[src/rtl/hier_irq_pkg.sv]
package hier_irq_pkg;

   // Register byte offsets
   localparam int OFF_CAUSE_STAT = 'h00;
   localparam int OFF_CAUSE_EN   = 'h04;
   localparam int OFF_TOP_STAT   = 'h08;
   localparam int OFF_TOP_EN     = 'h0C;
   localparam int OFF_TOP_MASK   = 'h10;

   // Upper-level source positions
   localparam int SRC_SEC = 0;
   localparam int SRC_BRG = 1;
   localparam int NUM_SRC = 2;

   typedef struct packed {
      logic cause_stat;
      logic cause_en;
      logic top_stat;
      logic top_en;
      logic top_mask;
   } reg_sel_t;

endpackage

[src/rtl/hier_irq_reg_decode.sv]
module hier_irq_reg_decode
   import hier_irq_pkg::*;
#(
   parameter int ADDR_W = 8
) (
   input  logic [ADDR_W-1:0] addr_i,
   output reg_sel_t          hit_o
);

   always_comb begin
      hit_o            = '0;
      hit_o.cause_stat = (addr_i == ADDR_W'(OFF_CAUSE_STAT));
      hit_o.cause_en   = (addr_i == ADDR_W'(OFF_CAUSE_EN));
      hit_o.top_stat   = (addr_i == ADDR_W'(OFF_TOP_STAT));
      hit_o.top_en     = (addr_i == ADDR_W'(OFF_TOP_EN));
      hit_o.top_mask   = (addr_i == ADDR_W'(OFF_TOP_MASK));
   end

endmodule

[src/rtl/hier_irq_cause_bank.sv]
module hier_irq_cause_bank #(
   parameter int             N    = 8,
   parameter logic [N-1:0]   USED = 8'h07
) (
   input  logic         clk,
   input  logic         rst_n,
   input  logic [N-1:0] set_i,
   input  logic         wr_stat_i,
   input  logic         wr_en_i,
   input  logic [N-1:0] wdata_i,
   output logic [N-1:0] stat_o,
   output logic [N-1:0] en_o,
   output logic [N-1:0] rise_o
);

   logic [N-1:0] stat_q, en_q, cond_prev_q;
   logic [N-1:0] clr_vec, cond;

   assign clr_vec = wr_stat_i ? wdata_i : '0;
   assign cond    = stat_q & en_q;

   always_ff @(posedge clk) begin
      if (!rst_n) begin
         stat_q      <= '0;
         en_q        <= '0;
         cond_prev_q <= '0;
      end else begin
         // A strobe beats a clear in the same cycle
         stat_q      <= ((stat_q & ~clr_vec) | set_i) & USED;
         if (wr_en_i)
            en_q     <= wdata_i & USED;
         cond_prev_q <= cond;
      end
   end

   assign stat_o = stat_q;
   assign en_o   = en_q;
   assign rise_o = cond & ~cond_prev_q;

endmodule

[src/rtl/hier_irq_top_stage.sv]
module hier_irq_top_stage #(
   parameter int NS = 2
) (
   input  logic          clk,
   input  logic          rst_n,
   input  logic [NS-1:0] set_i,
   input  logic          wr_stat_i,
   input  logic          wr_en_i,
   input  logic          wr_mask_i,
   input  logic [NS-1:0] wdata_i,
   output logic [NS-1:0] pend_o,
   output logic [NS-1:0] en_o,
   output logic [NS-1:0] mask_o,
   output logic          irq_o
);

   logic [NS-1:0] en_q, mask_q;

   for (genvar k = 0; k < NS; k++) begin : g_src
      logic pend_q;
      always_ff @(posedge clk) begin
         if (!rst_n)
            pend_q <= 1'b0;
         else if (set_i[k])
            pend_q <= 1'b1;
         else if (wr_stat_i && wdata_i[k])
            pend_q <= 1'b0;
      end
      assign pend_o[k] = pend_q;
   end

   always_ff @(posedge clk) begin
      if (!rst_n) begin
         en_q   <= '0;
         mask_q <= '0;
      end else begin
         if (wr_en_i)
            en_q   <= wdata_i;
         if (wr_mask_i)
            mask_q <= wdata_i;
      end
   end

   assign en_o   = en_q;
   assign mask_o = mask_q;
   assign irq_o  = |(pend_o & en_q & ~mask_q);

endmodule

[src/rtl/hier_irq_agg.sv]
module hier_irq_agg
   import hier_irq_pkg::*;
#(
   parameter int                    DATA_W     = 32,
   parameter int                    ADDR_W     = 8,
   parameter int                    NUM_CAUSES = 8,
   parameter logic [NUM_CAUSES-1:0] CAUSE_USED = 8'h07
) (
   input  logic                  clk,
   input  logic                  rst_n,
   input  logic [NUM_CAUSES-1:0] cause_set,
   input  logic                  mbox_evt,
   input  logic                  reg_wr,
   input  logic [ADDR_W-1:0]     reg_addr,
   input  logic [DATA_W-1:0]     reg_wdata,
   output logic [DATA_W-1:0]     reg_rdata,
   output logic                  host_irq
);

   localparam int MIN_ADDR_W = $clog2(OFF_TOP_MASK + 1);

   if (NUM_CAUSES < 1 || NUM_CAUSES >= DATA_W) begin : g_bad_causes
      $error("hier_irq_agg: NUM_CAUSES must be in 1..DATA_W-1");
   end
   if (ADDR_W < MIN_ADDR_W) begin : g_bad_addr
      $error("hier_irq_agg: ADDR_W too narrow for the register map");
   end
   if (CAUSE_USED == '0) begin : g_bad_used
      $error("hier_irq_agg: at least one cause must be implemented");
   end

   reg_sel_t              hit, wsel;
   logic [NUM_CAUSES-1:0] cause_stat, cause_en, cause_rise;
   logic [NUM_SRC-1:0]    top_set, top_pend, top_en_q, top_mask_q;
   logic                  unused_wdata_hi;

   assign unused_wdata_hi = ^reg_wdata[DATA_W-1:NUM_CAUSES];

   hier_irq_reg_decode #(.ADDR_W(ADDR_W)) u_dec (
      .addr_i (reg_addr),
      .hit_o  (hit)
   );

   assign wsel = reg_wr ? hit : '0;

   hier_irq_cause_bank #(.N(NUM_CAUSES), .USED(CAUSE_USED)) u_cause (
      .clk       (clk),
      .rst_n     (rst_n),
      .set_i     (cause_set),
      .wr_stat_i (wsel.cause_stat),
      .wr_en_i   (wsel.cause_en),
      .wdata_i   (reg_wdata[NUM_CAUSES-1:0]),
      .stat_o    (cause_stat),
      .en_o      (cause_en),
      .rise_o    (cause_rise)
   );

   always_comb begin
      top_set          = '0;
      top_set[SRC_SEC] = |cause_rise;
      top_set[SRC_BRG] = mbox_evt;
   end

   hier_irq_top_stage #(.NS(NUM_SRC)) u_top (
      .clk       (clk),
      .rst_n     (rst_n),
      .set_i     (top_set),
      .wr_stat_i (wsel.top_stat),
      .wr_en_i   (wsel.top_en),
      .wr_mask_i (wsel.top_mask),
      .wdata_i   (reg_wdata[NUM_SRC-1:0]),
      .pend_o    (top_pend),
      .en_o      (top_en_q),
      .mask_o    (top_mask_q),
      .irq_o     (host_irq)
   );

   always_comb begin
      reg_rdata = '0;
      if (hit.cause_stat) reg_rdata = DATA_W'(cause_stat);
      if (hit.cause_en)   reg_rdata = DATA_W'(cause_en);
      if (hit.top_stat)   reg_rdata = DATA_W'(top_pend);
      if (hit.top_en)     reg_rdata = DATA_W'(top_en_q);
      if (hit.top_mask)   reg_rdata = DATA_W'(top_mask_q);
   end

endmodule

[config.mk]
export PLATFORM = sky130hd
export DESIGN_NAME = hier_irq_agg
export DESIGN_NICKNAME = d
export VERILOG_FILES = /design/src/rtl/hier_irq_pkg.sv /design/src/rtl/hier_irq_reg_decode.sv /design/src/rtl/hier_irq_cause_bank.sv /design/src/rtl/hier_irq_top_stage.sv /design/src/rtl/hier_irq_agg.sv
export SDC_FILE = /design/constraint.sdc
export NUM_CORES = 1
export LEC_CHECK = 0
export BUFFER_PORTS_ARGS = -buffer_cell sky130_fd_sc_hd__buf_2
export CORE_MARGIN = 4
export CORE_UTILIZATION = 43
export DETAILED_ROUTE_END_ITERATION = 6
export PLACE_DENSITY = 0.84
export SLEW_MARGIN = 10
export SYNTH_ARGS = -nofsm -noshare
export SYNTH_HDL_FRONTEND = slang
export SYNTH_HIERARCHICAL = 1
export SYNTH_SLANG_ARGS = --single-unit
[constraint.sdc]
create_clock -name clk -period 2.87 [get_ports clk]
set_clock_uncertainty 0.2 [all_clocks]
set_input_delay 0 -clock clk [delete_from_list [all_inputs] [get_ports clk]]
set_output_delay 0 -clock clk [all_outputs]
set_load 0.02 [all_outputs]
==> impl_metrics.env <==
export IMPL_area_growth_pct=6.67
export IMPL_grt_ovfl_total=0
export IMPL_critPathRequiredTime_ns=2.84
export IMPL_synth_area_top_cells="buf_4 (26%), dfxtp_1 (26%), mux2i_1 (6.0%)"
export IMPL_critPathTopFamily="buffers and inverters"
export IMPL_synth_top_cell_by_area="buf_4"
export IMPL_synth_edf_count=0
export IMPL_report_final_slew_viol_count=0
export IMPL_antenna_left=0
export IMPL_setup_violations=0
export IMPL_yosys_register_bits=15
export IMPL_grt_pass1_vias=749
export IMPL_vias=921
export IMPL_synth_top_area_share_pct=26.5
export IMPL_routabilityCongestion=0.783
export IMPL_ys_seq_area_share_pct=25.8
export IMPL_maxCapViolCount=0
export IMPL_cts_resized=0
export IMPL_switchingPower_uw=120
export IMPL_avgSynthCellArea_sq_um=8.02
export IMPL_hold_violations=0
export IMPL_num_rows=18
export IMPL_yosys_cell_count_top_type="buf_4"
export IMPL_drive_above_1_share_pct=17.3
export IMPL_antenna_cells=0
export IMPL_portBuffers=21
export IMPL_arrival_ns=1.90
export IMPL_cp_slowest_cell="dlygate4sd3_1"
export IMPL_routed_wl_um=2100
export IMPL_async_flop_share_pct=0
export IMPL_antenna_found_initial=0
export IMPL_p_leak_nw=0.600
export IMPL_cts_hold_buf=10
export IMPL_layout_nets=226
export IMPL_die_w_um=60.0
export IMPL_cts_inserted_buffers=3
export IMPL_grt_max_degree=16
export IMPL_powerDensity_nw_per_um2=331
export IMPL_ys_top_cells_by_count="buf_4 (41), dfxtp_1 (15), nor2_1 (11)"
export IMPL_core_sq_um=2520
export IMPL_cts_setup_buffers=0
export IMPL_cts_path_max_buffers=2
export IMPL_max_stage_delay_ns=0.56
export IMPL_syn_inst=145
export IMPL_cts_tree="done"
export IMPL_drcViolationCount=0
export IMPL_pwr_share_comb_pct=18.2
export IMPL_clk_insertion_delay_late_ns=0.28
export IMPL_clk_pin_slew_ns=0.09
export IMPL_path_class="register to register"
export IMPL_critPathMaxFanout=4
export IMPL_status="complete, no violations"
export IMPL_whs_ns=0.00528
export IMPL_grt_pass1_wl_um=3190
export IMPL_cts_sinks=15
export IMPL_initial_core_util_pct=46.1
export IMPL_crit_buf_inv=1
export IMPL_first_iter_violations=23
export IMPL_finalCritPeriodShare_pct=67.4
export IMPL_peakVddDrop_v=0.000142
export IMPL_track_usage_pct=11.7
export IMPL_ys_types=29
export IMPL_post_dp_hpwl_um=1600
export IMPL_wl_per_cell_um=10.3
export IMPL_p_seq_share_pct=53.0
export IMPL_fin_util_pct=49.2
export IMPL_swShare_pct=29.3
export IMPL_synth_main_ff_cell="dfxtp_1"
export IMPL_firstDrtPassIters=4
export IMPL_ys_warnings_count=6
export IMPL_top_level_ports=85
export IMPL_worstHoldPathType="input pin to register"
export IMPL_die_area_sq_um=3600
export IMPL_cellInternalPower_uw=290
export IMPL_via_per_inst=4.54
export IMPL_fin_setup_tns_ns=0
export IMPL_clock_fmax_mhz=517
export IMPL_end_kind="register"
export IMPL_crit_chain="nand2_1 -> nor2_1 -> nor4_1 -> nand2_1 -> o21ai_0 -> a31oi_1 -> dlygate4sd3_1"
export IMPL_syn_cell_area_sq_um=1160
export IMPL_rsz0062_at_grt="no"
export IMPL_pwr_share_clk_pct=28.8
export IMPL_path_common_cell="nand2_1"
export IMPL_h_tree_depth=1
export IMPL_die_y_um=60.0
export IMPL_cp_start_kind="register"
export IMPL_finalCriticalPeriod_ns=1.94
export IMPL_root_buffer="clkbuf_4"
[sequential cells by signal, summed over array words and instances, names as in the netlist]
name                 flops
u_cause/stat_o           3
u_cause/en_o             3
u_top/g_src.pend_q       2
u_cause/cond_prev_q      3
u_top/en_o               2
u_top/mask_o             2
[power groups by stage]
stage                     Clock, mW  Combinational (mW)  Sequential (mW)
after floorplan                   0              0.0834            0.221
after global placement            0              0.0606            0.222
after detailed placement          0              0.0611            0.222
after CTS                     0.124              0.0729            0.217
after global routing          0.133              0.0823            0.218
final                         0.118              0.0746            0.217
[through the flow]
| step | total power [mW] | cell area [sq um] | setup WS [ns] | instances |
|---|---|---|---|---|
| floorplan | 0.304 | 1300 | 1.40 | 182 |
| finish | 0.410 | 1240 | 0.935 | 203 |
| global placement | 0.283 | 1110 | 0.980 | 189 |
| detailed placement | 0.283 | 1110 | 0.957 | 189 |
| CTS | 0.414 | 1240 | 0.938 | 203 |
| global route | 0.433 | 1240 | 0.723 | 203 |
[worst register-to-register path: cells and delay by family, from the launching register on]
| family | cells | cell delay [ns] |
|---|---|---|
| buf+inv | 1 | 0.56 |
| simple gates | 4 | 0.50 |
| flops | 1 | 0.34 |
| compound gates | 2 | 0.22 |
[cells by family after synthesis]
logic type | after synthesis | share of synthesized area (%)
AOI/OAI and AO/OA | 25 | 13.8
buffers and inverters | 50 | 30.5
DFF | 15 | 25.8
other | 2 | 0.646
muxes | 7 | 6.03
and+or+nand+nor | 46 | 23.3
[routing by layer]
| layer | share of wire (%) | global-route usage, % | up-vias |
|---|---|---|---|
| li1 | - | - | 472 |
| met3 | 7.5 | 2.59 | 2 |
| met2 | 47 | 19.0 | 41 |
| met1 | 44 | 14.8 | 406 |
| met5 | 0 | 0 | - |
| met4 | 0.95 | 4.75 | 0 |
[cell usage in the layout, fill, tap and decap left out, drive strengths merged, types with 2 or more instances in the layout]
cell type    Yosys  final
and3             4      4
clkbuf           1      3
a22oi            7      7
inv              6      6
mux2i            7      7
nand3b           2      2
and4b            2      2
nor2b            8      8
and4             2      2
nor4             3      3
dfxtp           15     15
nand2            6      6
nor2            11     11
buf             43     21
a31oi            5      5
o21ai           10     10
a221oi           2      2
dlygate4sd3      0     10
and2             5      5
conb             2     39
[final cells by class]
cell class / count / area [sq um]
Timing Repair Buffer: 31 / 205
Inverter: 6 / 22.5
Multi-Input combinational cell: 117 / 647
Tap cell: 30 / 37.5
Fill cell: 254 / 1280
Clock inverter: 1 / 5.00
Sequential cell: 15 / 300
Clock buffer: 3 / 22.5
[path summary, 6_finish.rpt]
check                           slack (ns)                      to              start  cells after the start
worst max-delay path                  0.93   u_top/g_src[0].pend_q  u_cause/stat_o[1]                      7
worst min-delay path                 0.005         u_top/mask_o[1]             reg_wr                      4
worst max register to register        0.93   u_top/g_src[0].pend_q  u_cause/stat_o[1]                      7
worst min register to register        0.32  u_cause/cond_prev_q[1]    u_cause/en_o[1]                      1
No activity file was read; power rests on OpenSTA's default activity.
